<file path="src/rtl/clkdisc_pkg.sv">
package clkdisc_pkg;

  typedef enum logic [2:0] {
    SUP_ACQUIRE = 3'd0,
    SUP_ARM     = 3'd1,
    SUP_TRACK   = 3'd2,
    SUP_HOLD    = 3'd3,
    SUP_SLEW    = 3'd4
  } sup_state_e;

  // Drift strictly beyond a limit (used for the resync decision).
  function automatic logic over_limit(input logic [31:0] mag, input logic [31:0] lim);
    return mag > lim;
  endfunction

  // Drift at or inside a window (used to end slow correction).
  function automatic logic inside_window(input logic [31:0] mag, input logic [31:0] win);
    return mag <= win;
  endfunction

endpackage

</file>
<file path="src/rtl/clkdisc_silence_timer.sv">
module clkdisc_silence_timer #(
  parameter int TMO_W = 12
) (
  input  logic             clk,
  input  logic             rst,
  input  logic             run_i,
  input  logic             judge_i,
  input  logic             sync_i,
  input  logic [TMO_W-1:0] limit_i,
  output logic             expire_o
);
  localparam logic [TMO_W-1:0] CNT_MAX = {TMO_W{1'b1}};

  logic [TMO_W-1:0] cnt_q;

  always_ff @(posedge clk) begin
    if (rst || !run_i || sync_i) begin
      cnt_q <= '0;
    end else if (cnt_q != CNT_MAX) begin
      cnt_q <= cnt_q + 1'b1;
    end
  end

  assign expire_o = judge_i && !sync_i && (cnt_q >= limit_i);
endmodule

</file>
<file path="src/rtl/clkdisc_ref_latch.sv">
module clkdisc_ref_latch (
  input  logic clk,
  input  logic rst,
  input  logic arm_i,
  input  logic set_i,
  output logic seen_o
);
  logic lat_q;

  always_ff @(posedge clk) begin
    if (rst || !arm_i) begin
      lat_q <= 1'b0;
    end else if (set_i) begin
      lat_q <= 1'b1;
    end
  end

  assign seen_o = lat_q || (arm_i && set_i);
endmodule

</file>
<file path="src/rtl/clkdisc_fsm.sv">
module clkdisc_fsm
  import clkdisc_pkg::*;
#(
  parameter int DRIFT_W = 16
) (
  input  logic               clk,
  input  logic               rst,
  input  logic               cal_done_i,
  input  logic               sync_i,
  input  logic               period_tick_i,
  input  logic               expire_i,
  input  logic               lost_seen_i,
  input  logic [DRIFT_W-1:0] drift_i,
  input  logic [DRIFT_W-1:0] resync_thr_i,
  input  logic [DRIFT_W-1:0] window_thr_i,
  output sup_state_e         state_o
);
  sup_state_e state_q, state_d;
  logic       drift_big, drift_ok;

  assign drift_big = over_limit(32'(drift_i), 32'(resync_thr_i));
  assign drift_ok  = inside_window(32'(drift_i), 32'(window_thr_i));

  always_comb begin
    state_d = state_q;
    unique case (state_q)
      SUP_ACQUIRE: if (cal_done_i) state_d = SUP_ARM;
      SUP_ARM:     state_d = SUP_TRACK;
      SUP_TRACK: begin
        if (expire_i)           state_d = SUP_HOLD;
        else if (period_tick_i) state_d = SUP_ARM;
      end
      SUP_HOLD: begin
        if (sync_i) begin
          if (lost_seen_i)    state_d = SUP_ACQUIRE;
          else if (drift_big) state_d = SUP_SLEW;
          else                state_d = SUP_TRACK;
        end
      end
      SUP_SLEW: if (sync_i && drift_ok) state_d = SUP_TRACK;
      default:  state_d = SUP_ACQUIRE;
    endcase
  end

  always_ff @(posedge clk) begin
    if (rst) state_q <= SUP_ACQUIRE;
    else     state_q <= state_d;
  end

  assign state_o = state_q;
endmodule

</file>
<file path="src/rtl/clkdisc_supervisor.sv">
module clkdisc_supervisor
  import clkdisc_pkg::*;
#(
  parameter int DRIFT_W = 16,
  parameter int TMO_W   = 12
) (
  input  logic               clk,
  input  logic               rst,
  input  logic               sync_evt_i,
  input  logic               cal_done_i,
  input  logic               period_tick_i,
  input  logic               ref_lost_i,
  input  logic [DRIFT_W-1:0] drift_i,
  input  logic [DRIFT_W-1:0] resync_thr_i,
  input  logic [DRIFT_W-1:0] window_thr_i,
  input  logic [TMO_W-1:0]   timeout_i,
  output logic               dac_hold_o,
  output logic               cmp_load_o,
  output logic               slow_corr_o,
  output logic [2:0]         state_o
);
  sup_state_e cur_state;
  logic       in_arm, in_track, in_hold, in_slew;
  logic       silence_expire;
  logic       lost_seen;

  assign in_arm   = (cur_state == SUP_ARM);
  assign in_track = (cur_state == SUP_TRACK);
  assign in_hold  = (cur_state == SUP_HOLD);
  assign in_slew  = (cur_state == SUP_SLEW);

  clkdisc_silence_timer #(.TMO_W(TMO_W)) u_timer (
    .clk      (clk),
    .rst      (rst),
    .run_i    (in_arm || in_track),
    .judge_i  (in_track),
    .sync_i   (sync_evt_i),
    .limit_i  (timeout_i),
    .expire_o (silence_expire)
  );

  clkdisc_ref_latch u_lost (
    .clk    (clk),
    .rst    (rst),
    .arm_i  (in_hold),
    .set_i  (ref_lost_i),
    .seen_o (lost_seen)
  );

  clkdisc_fsm #(.DRIFT_W(DRIFT_W)) u_fsm (
    .clk           (clk),
    .rst           (rst),
    .cal_done_i    (cal_done_i),
    .sync_i        (sync_evt_i),
    .period_tick_i (period_tick_i),
    .expire_i      (silence_expire),
    .lost_seen_i   (lost_seen),
    .drift_i       (drift_i),
    .resync_thr_i  (resync_thr_i),
    .window_thr_i  (window_thr_i),
    .state_o       (cur_state)
  );

  assign dac_hold_o  = in_hold;
  assign cmp_load_o  = in_arm;
  assign slow_corr_o = in_slew;
  assign state_o     = cur_state;
endmodule

</file>
<file path="config.mk">
export PLATFORM = sky130hd
export DESIGN_NAME = clkdisc_supervisor
export DESIGN_NICKNAME = d
export VERILOG_FILES = /design/src/rtl/clkdisc_pkg.sv /design/src/rtl/clkdisc_silence_timer.sv /design/src/rtl/clkdisc_ref_latch.sv /design/src/rtl/clkdisc_fsm.sv /design/src/rtl/clkdisc_supervisor.sv
export SDC_FILE = /design/constraint.sdc
export NUM_CORES = 1
export LEC_CHECK = 0
export ABC_CLOCK_PERIOD_IN_PS = 7000
export BUFFER_PORTS_ARGS = -buffer_cell sky130_fd_sc_hd__buf_2
export CAP_MARGIN = 20
export CORE_UTILIZATION = 31
export CTS_CLUSTER_SIZE = 16
export DETAILED_ROUTE_END_ITERATION = 10
export GPL_TIMING_DRIVEN = 0
export PLACE_DENSITY = 0.55
export SLEW_MARGIN = 40
export SYNTH_ARGS = -nofsm -noshare
export SYNTH_HDL_FRONTEND = slang
export SYNTH_HIERARCHICAL = 1
export SYNTH_SLANG_ARGS = --single-unit
</file>
<file path="constraint.sdc">
create_clock -name clk -period 7 [get_ports clk]
set_clock_uncertainty 0.05 [all_clocks]
set_input_delay 0.35 -clock clk [delete_from_list [all_inputs] [get_ports clk]]
set_output_delay 0.35 -clock clk [all_outputs]
set_load 0.1 [all_outputs]
</file>
======== Yosys cells after proc, flatten, opt, wreduce, memory -nomap -nowiden ========
Index checks and enable logic that the tools add are counted.
word-level totals
  flip-flop bits (word level) ............. 16
  input port bits ......................... 66
  output and inout port bits .............. 6
  logic and storage cells ................. 38
cells by class
  $add $sub $neg .......................... 1
  magnitude comparators ................... 3
  eq/ne operators ......................... 9
  multiplexer cells ....................... 8
  reductions and logical operators ........ 14
operator list
  operator                                               count
  two-way mux 3 bit                                      7
  greater-than comparator 16 bit                         1
  <= comparator 16 bit                                   1
  case mux 3 bit (5 select lines)                        1
  adder 12 x 1 -> 12 bit, second input constant          1
  >= comparator 12 bit                                   1
  inequality test 12 bit, second input constant          1
  equality test 3 x 2 -> 1 bit, second input constant    2
  logical OR 1 bit                                       5
  logical AND 1 bit                                      4
  inequality test 2 bit, second input constant           2
  AND reduction 4 bit                                    1
  equality test 3 x 1 -> 1 bit, second input constant    1
  equality test 3 bit, second input constant             1
  zero test 1 bit                                        3
  zero test 3 bit                                        1
  inequality test 3 x 2 -> 1 bit, second input constant  1
  inequality test 2 x 1 -> 1 bit, second input constant  1

======== Logic depth before layout (Yosys ltp) ========
Gate-level depths: netlist (run 1).
  word-level depth ........................ 6
  depth in mapped cells ................... 11
  mapped depth without buffers ............ 11

======== Modules after synthesis ========
The synthesis (run 1) kept the hierarchy.
by module, submodules not included
  module                 times used  cells an instance  area each (sq um)  sequential area each (sq um)
  clkdisc_fsm            1           144                1019.7             60.1
  clkdisc_silence_timer  1           105                885.8              240.2
  clkdisc_ref_latch      1           4                  45.0               20.0
  clkdisc_supervisor     1           6                  45.0               0.0

======== Worst setup path after synthesis (run 1) ========
OpenSTA, ideal clock, no wires.
  kind .................................... register to output
  start point ............................. register u_fsm.state_q[2] (netlist: u_fsm/state_o[2])
  end point ............................... output slow_corr_o
  arrival time ............................ 3.397 ns
  required time ........................... 6.600 ns
  setup slack ............................. 3.203 ns
  stages on the path, launching flop included .. 2
  path buffers ............................ 0
  cell sequence ........................... dfxtp_1 > nor3b_1
on the way
  longest elaborated chain between the ends .. 1
RTL lines
  item                      RTL line                  RTL
  start: declaration        clkdisc_fsm.sv:18         sup_state_e state_q, state_d;
  start signal: assignment  clkdisc_fsm.sv:47         else state_q <= state_d;
  equality test 3 bit       clkdisc_supervisor.sv:30  assign in_slew = (cur_state == SUP_SLEW);
  end: declaration          clkdisc_supervisor.sv:19  output logic slow_corr_o,
Every way passes these cells.

======== Worst setup path after layout (run 1) ========
  start point ............................. register u_fsm.state_q[1] (netlist: u_fsm/state_o[1])
  end point ............................... register u_fsm.state_q[1] (netlist: u_fsm/state_o[1])
on the way
  elaborated cells on any way between the ends .. 18
  classes of those cells .................. 8 x eq/ne; 4 x mux; 6 x reduce/logical
RTL lines
  item                                                                           RTL line                     RTL
  equality test 3 x 2 -> 1 bit (*)                                               clkdisc_supervisor.sv:28     assign in_track = (cur_state == SUP_TRACK);
  via in_track                                                                   clkdisc_supervisor.sv:23     logic in_arm, in_track, in_hold, in_slew;
  logical AND 1 bit (*) (2 in a row)                                             clkdisc_silence_timer.sv:24  assign expire_o = judge_i && !sync_i && (cnt_q >= limit_i);
  via silence_expire                                                             clkdisc_supervisor.sv:24     logic silence_expire;
  two-way mux 3 bit / inequality test 3 x 2 -> 1 bit (equally long branches)     -
  case mux 3 bit (5 select lines) / AND reduction 4 bit (equally long branches)  -
The timed path passes the listed nets; every way through them passes the cells marked *. The select of a mux whose other input is x is not followed.
A chain may end at the register's enable or synchronous reset.

==> results by group, run 1 <==
Floorplanning
  • Die X: 82.2 um
  • Core ar.: 0.00606 mm2
  • Initial Util: 32.9%
  • Die area: 0.00676 mm2
  • Num rows: 28
  • IO Pins: 72
  • Die Ht: 82.2 um

Final layout
  • P&R area growth vs syn: 25.3%
  • Core Util, Final: 41.2%
  • Layout cell share with drive strength beyond 1: 26.0%
  • Ant. Diodes: 0
  • Fillers: 639
  • Fin nets: 446

Timing
  • Final TNS setup: 0 ns
  • Final worst-path cycle share: 42.3%
  • Slew @ Worst Pin: 0.484 ns
  • Slew HR: 68.0%
  • Min cycle time layout: 2.96 ns
  • Fin. max-slew vios: 0
  • Final Hold Viols: 0
  • Fmax: 338 MHz
  • RSZ-0062 raised after global routing: false
  • Final setup fails: 0

CTS
  • Clk pin slew, worst setup/hold paths: 0.07 ns
  • CTS tree: built
  • Worst-Skew Late Latency: 0.25 ns
  • Number of CTS-inserted buffers: 3
  • Htree depth: 1
  • Clock sinks: 16
  • CTS Root Cell: clkbuf_8
  • Cts hold-fix bufs: 0
  • Setup repair bufs after CTS: 0
  • Clock Path Buffers: 2
  • Post_cts resized: 0

Worst setup path
  • Worst-path cell chain: nor3b_1, nand2b_1, nor3_1, or4b_1, o21ai_0, or4bb_1, o21ai_0, a21o_1, a31oi_1, o41ai_2
  • Flop2flop setup slack: 4.04 ns
  • Critical setup path kind: register to register
  • Slowest cell on the critical path: dfxtp_1
  • CP max FO: 15
  • WP data required: 7.11 ns
  • Delay-heaviest family, CP: simple AND/OR/NAND/NOR gates
  • Critical path endpoint category: register
  • Most used cell, CP: o21ai_0
  • CP Launch Type: register
  • Critical Path AT: 3.07 ns
  • CP bufs+invs: 0
  • CP peak stage delay: 0.61 ns

Synthesis
  • Avg Cell Area, Syn: 7.71 um2
  • Synth area leader: ha_1
  • Top-count cell post-synth: ha_1
  • Prevailing post-synth register cell: dfxtp_1
  • Yosys cell types: 47
  • Yosys Warn Count: 6
  • Syn Std Cell Area: 0.00200 mm2
  • Post-Syn Instances: 259
  • Async SR Flop Fraction: 0%
  • Synth top cells by count: ha_1 (45), inv_1 (44), a21oi_1 (25), nand2_1 (20), nor2_1 (18)
  • Synthesis-stage register bit count: 16
  • Largest cells by area after synthesis: ha_1 (28%), dfxtp_1 (16%), inv_1 (8.3%)
  • Post-synth EDFFs: 0
  • Seq/Total Area, Yosys: 16.1%
  • Top cell type's share of synthesized area: 28.2%
  • Synth Net Count: 370

Power
  • PD cells: 108 mW/mm2
  • Leakage: 1.33 nW
  • Peak supply drop: 0.0627 mV

Route
  • Met1 wire length: 2320 um
  • DR top layer: met4
  • DRT Pass-1 Iters: 4
  • Met2 Routed Length: 2030 um
  • Routed len/inst: 11.2 um
  • DRC Markers: 0
  • DR iter-0 viols: 102
  • Antenna viol nets, final: 0
  • Drt via density: 4.91
  • DRT Wirelength: 4570 um
  • Met3 wire length: 201 um
  • Vias: 2007

Placed design
  • Final HPWL DP: 3940 um
  • # port buffers: 71
  • GPL Wtd Cong: 0.748

Global routing
  • First-pass GRT wire length: 7980 um
  • GRT Residual Overflow: 0
  • Largest net degree at the start of global routing: 16
  • Number of global-route vias before repair: 1850
  • Initial antenna violation count: 0
  • GRT Util Overall: 14.7%

Flow run
  • Max Cap Viol: 0

Status
  • Status: finished, final reports clean

Hold path
  • Hold Crit Class: input pin to register
-- final timing paths --
path | startpoint | to | depth (start not counted)
worst max register to register | u_fsm/state_o[1]$_SDFFE_PP0P_ | u_fsm/state_o[1]$_SDFFE_PP0P_ | 10
worst min register to register | u_timer/cnt_q[1]$_SDFFE_PP0P_ | u_timer/cnt_q[1]$_SDFFE_PP0P_ | 2
worst min-delay path | rst | u_lost/lat_q$_SDFFE_PP0P_ | 2
worst max-delay path | u_fsm/state_o[1]$_SDFFE_PP0P_ | u_fsm/state_o[1]$_SDFFE_PP0P_ | 10
-- cells in the final DEF (no fill, tap or decap), types with 2 or more instances in the layout --
cell       count
buf_2         71
ha_1          45
inv_1         44
a21oi_1       25
nand2_1       20
nor2_1        18
dfxtp_1       16
nand4_1        9
o21ai_0        8
nor3_1         8
xor2_1         5
nor3b_1        4
clkbuf_8       4
or3_1          4
xnor2_1        3
o211ai_1       3
a21o_1         3
nand3_1        3
nand4_2        3
clkbuf_1       2
nor2b_1        2
o21a_1         2
a211oi_1       2
a31oi_1        2
nand2b_1       2
a2111oi_0      2
and2_1         2
-- metal layers --
layer / up-vias / track usage (%)
li1: 1074 / -
met1: 878 / 20.8
met2: 53 / 24.4
met3: 2 / 1.65
met4: 0 / 2.11
met5: - / 0
-- flip-flops by register name, indices dropped and copies added, names as in the netlist --
register       count
u_lost/lat_q       1
u_timer/cnt_q     12
u_fsm/state_o      3
-- report_power, final --
| group | total (mW) | internal (mW) | switching (mW) |
|---|---|---|---|
| Sequential | 0.0950 | 0.0923 | 0.00268 |
| Combinational | 0.0918 | 0.0396 | 0.0521 |
| Clock | 0.0838 | 0.0499 | 0.0339 |
-- cells by family (layout without fill, tap and decap cells) --
kind of cell | Yosys count | after routing | share of synthesized area, %
AND/OR/NAND/NOR | 87 | 87 | 25.2
AO/OA/AOI/OAI | 56 | 56 | 17.9
buffers and inverters | 46 | 121 | 8.65
adder cells (fa/ha/maj) | 45 | 45 | 28.2
flip-flops | 16 | 16 | 16.1
XOR/XNOR | 8 | 8 | 3.51
multiplexers | 1 | 1 | 0.502
-- worst reg2reg max path, delay by kind of cell (launching register included) --
family          cells  cell delay, ns
simple gates        5            1.49
flops               1            0.61
compound gates      5            0.71
-- through the flow --
stage | std cells | setup WS (ns) | instance area, um2 | total power [mW] | hold slack (ns)
after floorplan | 259 | 3.20 | 2000 | 0.155 | 0.370
after global placement | 405 | 4.12 | 2440 | 0.188 | 0.427
after detailed placement | 405 | 4.08 | 2440 | 0.189 | 0.442
after CTS | 409 | 4.06 | 2500 | 0.274 | 0.302
after global routing | 409 | 3.83 | 2500 | 0.291 | 0.305
final | 409 | 4.04 | 2500 | 0.271 | 0.306
-- cell type report --
class	count	area (um2)	area share, %
sequential	16	320	12.8
tap	75	93.8	3.75
buffer	2	7.51	0.300
multi-input combinational	197	1500	60.1
timing repair buffer	71	355	14.2
inverter	44	165	6.61
clock buffer	4	55.1	2.20
No activity file was read; power rests on OpenSTA's default activity.
==> run 2, diff against run 1 <==
--- a/config.mk
+++ b/config.mk
@@ -5,14 +5,15 @@
 export SDC_FILE = /design/constraint.sdc
 export NUM_CORES = 1
 export LEC_CHECK = 0
-export ABC_CLOCK_PERIOD_IN_PS = 7000
+export ABC_AREA = 1
+export ABC_CLOCK_PERIOD_IN_PS = 2900
 export BUFFER_PORTS_ARGS = -buffer_cell sky130_fd_sc_hd__buf_2
 export CAP_MARGIN = 20
 export CORE_UTILIZATION = 31
 export CTS_CLUSTER_SIZE = 16
 export DETAILED_ROUTE_END_ITERATION = 10
 export GPL_TIMING_DRIVEN = 0
-export PLACE_DENSITY = 0.55
+export PLACE_DENSITY = 0.54
 export SLEW_MARGIN = 40
 export SYNTH_ARGS = -nofsm -noshare
 export SYNTH_HDL_FRONTEND = slang
==> constraint.sdc (replaced) <==
create_clock -name clk -period 2.9 [get_ports clk]
set_clock_uncertainty 0.05 [all_clocks]
set_input_delay 0.145 -clock clk [delete_from_list [all_inputs] [get_ports clk]]
set_output_delay 0.145 -clock clk [all_outputs]
set_load 0.1 [all_outputs]
==> run 2 against run 1 <==
Against the previous run: fmax rose by 37%; highest routed layer unchanged; die area grew 8.6%; largest cell class unchanged; hold slack got worse by 0.25 ns; setup slack worse by 3.3 ns; design area increased by 8.4%; first-iteration DRC count fell by 35%; critical path depth grew 3.
==> results by group, run 2 <==
Status
  • Status: finished, final reports clean (unchanged)

CTS
  • Number of CTS-inserted buffers: 3 (unchanged)
  • Clock sinks: 16 (unchanged)
  • Cts hold-fix bufs: 0 (unchanged)
  • Clk pin slew, worst setup/hold paths: 0.07 ns (about the same)
  • CTS Root Cell: clkbuf_8 (unchanged)
  • Htree depth: 1 (unchanged)
  • Setup repair bufs after CTS: 0 (unchanged)
  • CTS tree: built (unchanged)
  • Worst-Skew Late Latency: 0.26 ns (was 0.25 ns)
  • Post_cts resized: 0 (unchanged)
  • Clock Path Buffers: 2 (unchanged)

Worst setup path
  • Critical path endpoint category: register (unchanged)
  • R2R Path End: u_fsm/state_o[2]$_SDFFE_PP0P_ (was u_fsm/state_o[1]$_SDFFE_PP0P_)
  • Most used cell, CP: nand2_1 (was o21ai_0)
  • Flop2flop setup slack: 0.74 ns (was 4.04 ns)
  • Reg2reg path depth: 13 (was 10)
  • CP Launch Type: register (unchanged)
  • Critical Path AT: 2.25 ns (was 3.07 ns)
  • Slowest cell on the critical path: dfxtp_1 (unchanged)
  • Critical setup path kind: register to register (unchanged)
  • Delay-heaviest family, CP: simple AND/OR/NAND/NOR gates (unchanged)
  • CP peak stage delay: 0.41 ns (was 0.61 ns)
  • RR Startpoint: u_timer/cnt_q[0]$_SDFFE_PP0P_ (was u_fsm/state_o[1]$_SDFFE_PP0P_)
  • CP max FO: 5 (was 15)
  • Worst-path cell chain: inv_1, ha_1, nand2_1, nand3_1, nand2_1, nand2_1, nand2_1, a21oi_1, nor4_4, nor3_4, nand2_1, o21bai_1, inv_1 (was nor3b_1, nand2b_1, nor3_1, or4b_1, o21ai_0, or4bb_1, o21ai_0, a21o_1, a31oi_1, o41ai_2)
  • CP bufs+invs: 2 (was 0)
  • WP data required: 3.00 ns (was 7.11 ns)

Route
  • Drt via density: 4.38 (was 4.91)
  • DRT Pass-1 Iters: 4 (unchanged)
  • Routed len/inst: 9.65 um (was 11.2 um)
  • DR top layer: met4 (unchanged)
  • DRT Wirelength: 4960 um (was 4570 um)
  • Met3 wire length: 203 um (was 201 um)
  • DRC Markers: 0 (unchanged)
  • Antenna viol nets, final: 0 (unchanged)
  • Vias: 2251 (was 2007)
  • Met2 Routed Length: 2330 um (was 2030 um)
  • Met1 wire length: 2390 um (was 2320 um)
  • DR iter-0 viols: 66 (was 102)

Floorplanning
  • Die Ht: 85.7 um (was 82.2 um)
  • Core ar.: 0.00679 mm2 (was 0.00606 mm2)
  • Initial Util: 32.0% (was 32.9%)
  • Die area: 0.00735 mm2 (was 0.00676 mm2)
  • Num rows: 30 (was 28)
  • Die X: 85.7 um (was 82.2 um)
  • IO Pins: 72 (unchanged)

Final layout
  • Max reg flops: 12 (unchanged)
  • Most frequent cells in the layout: nand2_1 (85), inv_1 (82), buf_2 (71) (was buf_2 (71), ha_1 (45), inv_1 (44))
  • Largest Register: u_timer/cnt_q (unchanged)
  • Fillers: 733 (was 639)
  • Core Util, Final: 39.9% (was 41.2%)
  • Ant. Diodes: 0 (unchanged)
  • Layout cell share with drive strength beyond 1: 22.7% (was 26.0%)
  • P&R area growth vs syn: 24.8% (was 25.3%)
  • Fin nets: 530 (was 446)
  • Most common cell after layout, fill and taps aside: nand2_1 (was buf_2)

Power
  • PD cells: 419 mW/mm2 (was 108 mW/mm2)
  • Pwr Total: 1.13 mW (was 271 uW)
  • Leakage: 1.64 nW (was 1.33 nW)
  • Peak supply drop: 0.186 mV (was 0.0627 mV)

Synthesis
  • Top-count cell post-synth: nand2_1 (was ha_1)
  • Yosys cell types: 27 (was 47)
  • Largest cells by area after synthesis: ha_1 (26%), dfxtp_1 (15%), nand2_1 (15%) (was ha_1 (28%), dfxtp_1 (16%), inv_1 (8.3%))
  • Synthesis-stage register bit count: 16 (unchanged)
  • Top cell type's share of synthesized area: 25.9% (was 28.2%)
  • Post-synth EDFFs: 0 (unchanged)
  • Synth area leader: ha_1 (unchanged)
  • Seq/Total Area, Yosys: 14.7% (was 16.1%)
  • Yosys Warn Count: 6 (unchanged)
  • Avg Cell Area, Syn: 6.33 um2 (was 7.71 um2)
  • Synth top cells by count: nand2_1 (85), inv_1 (82), ha_1 (45), a21oi_1 (25), nor2_1 (24) (was ha_1 (45), inv_1 (44), a21oi_1 (25), nand2_1 (20), nor2_1 (18))
  • Prevailing post-synth register cell: dfxtp_1 (unchanged)
  • Syn Std Cell Area: 0.00217 mm2 (was 0.00200 mm2)
  • Post-Syn Instances: 343 (was 259)
  • Async SR Flop Fraction: 0% (unchanged)
  • Synth Net Count: 454 (was 370)

Flow run
  • Max Cap Viol: 0 (unchanged)

Global routing
  • First-pass GRT wire length: 8570 um (was 7980 um)
  • Largest net degree at the start of global routing: 12 (was 16)
  • Number of global-route vias before repair: 2011 (was 1850)
  • GRT Util Overall: 14.2% (was 14.7%)
  • GRT Residual Overflow: 0 (unchanged)
  • Initial antenna violation count: 0 (unchanged)

Timing
  • Slew @ Worst Pin: 0.488 ns (was 0.484 ns)
  • Final TNS setup: 0 ns (unchanged)
  • Final Hold Viols: 0 (unchanged)
  • Final setup fails: 0 (unchanged)
  • RSZ-0062 raised after global routing: false (unchanged)
  • Min cycle time layout: 2.16 ns (was 2.96 ns)
  • Fmax: 464 MHz (was 338 MHz)
  • Slew HR: 67.7% (was 68.0%)
  • Final worst-path cycle share: 74.4% (was 42.3%)
  • Fin. max-slew vios: 0 (unchanged)
  • Hold Worst Slack: 0.0596 ns (was 0.306 ns)

Placed design
  • GPL Wtd Cong: 0.792 (was 0.748)
  • Final HPWL DP: 4240 um (was 3940 um)
  • # port buffers: 71 (unchanged)

Hold path
  • Hold Crit Endpoint: u_fsm/state_o[0]$_SDFFE_PP0P_ (was u_lost/lat_q$_SDFFE_PP0P_)
  • Hold Crit Class: input pin to register (unchanged)
  • Worst hold start: rst (unchanged)
  • Hold path cells: 2 (unchanged)
run 2: cell types whose count changed in the layout (fill, tap and decap cells not counted), moves of 3 or more:
cell	previous run	this run
nand4_2	3	0
nand2_1	20	85
nand3_1	3	17
nand4_1	9	6
o211ai_1	3	0
inv_1	44	82
nor2_1	18	23
nor3b_1	4	0
xor2_1	5	0
nor3_1	8	5
nand2_2	0	3
inv_2	0	3
nand3b_1	0	3
or3_1	4	0
run 2: area by class of cell:
type                       instances  area (um2)  share of cell area, %
buffer                             2        22.5                  0.831
clock buffer                       4        55.1                   2.03
inverter                          86         323                   11.9
multi-input combinational        239        1510                   55.9
sequential                        16         320                   11.8
tap                               96         120                   4.43
timing repair buffer              71         355                   13.1
run 2: cell families after synthesis:
| logic type | Yosys count | synth area share, % |
|---|---|---|
| XOR/XNOR | 1 | 0.403 |
| buffers and inverters | 88 | 15.9 |
| AO/OA/AOI/OAI | 40 | 9.97 |
| flip-flops | 16 | 14.7 |
| adder cells (fa/ha/maj) | 45 | 25.9 |
| AND/OR/NAND/NOR | 153 | 33.1 |
run 2: power by group:
group          internal, mW  switching, mW
combinational         0.181          0.455
sequential            0.241         0.0496
clock                 0.121         0.0861
run 2: worst max-delay path by stage:
stage | startpoint | end | slack [ns] | depth (start not counted)
after global placement | u_timer/cnt_q[0]$_SDFFE_PP0P_ | u_fsm/state_o[2]$_SDFFE_PP0P_ | 0.76 | 13
after detailed placement | u_timer/cnt_q[0]$_SDFFE_PP0P_ | u_fsm/state_o[2]$_SDFFE_PP0P_ | 0.75 | 13
final | u_timer/cnt_q[0]$_SDFFE_PP0P_ | u_fsm/state_o[2]$_SDFFE_PP0P_ | 0.74 | 13
after CTS | u_timer/cnt_q[0]$_SDFFE_PP0P_ | u_fsm/state_o[2]$_SDFFE_PP0P_ | 0.73 | 13
after global routing | u_timer/cnt_q[11]$_SDFFE_PP0P_ | u_fsm/state_o[2]$_SDFFE_PP0P_ | 0.51 | 12
after floorplan | u_fsm/state_o[1]$_SDFFE_PP0P_ | u_fsm/state_o[1]$_SDFFE_PP0P_ | 0.04 | 9
run 2: per-stage QoR:
stage	cell area [um2]	setup slack (ns)	instances
finish	2710	0.744	514
global route	2710	0.513	514
CTS	2710	0.732	514
detailed placement	2660	0.753	510
global placement	2660	0.764	510
floorplan	2180	0.0351	343
run 2: metal layers:
metal | GRT usage [%] | up-vias
li1 | - | 1229
met1 | 17.9 | 971
met2 | 25.4 | 47
met3 | 2.60 | 4
met4 | 2.73 | 0
met5 | 0 | -
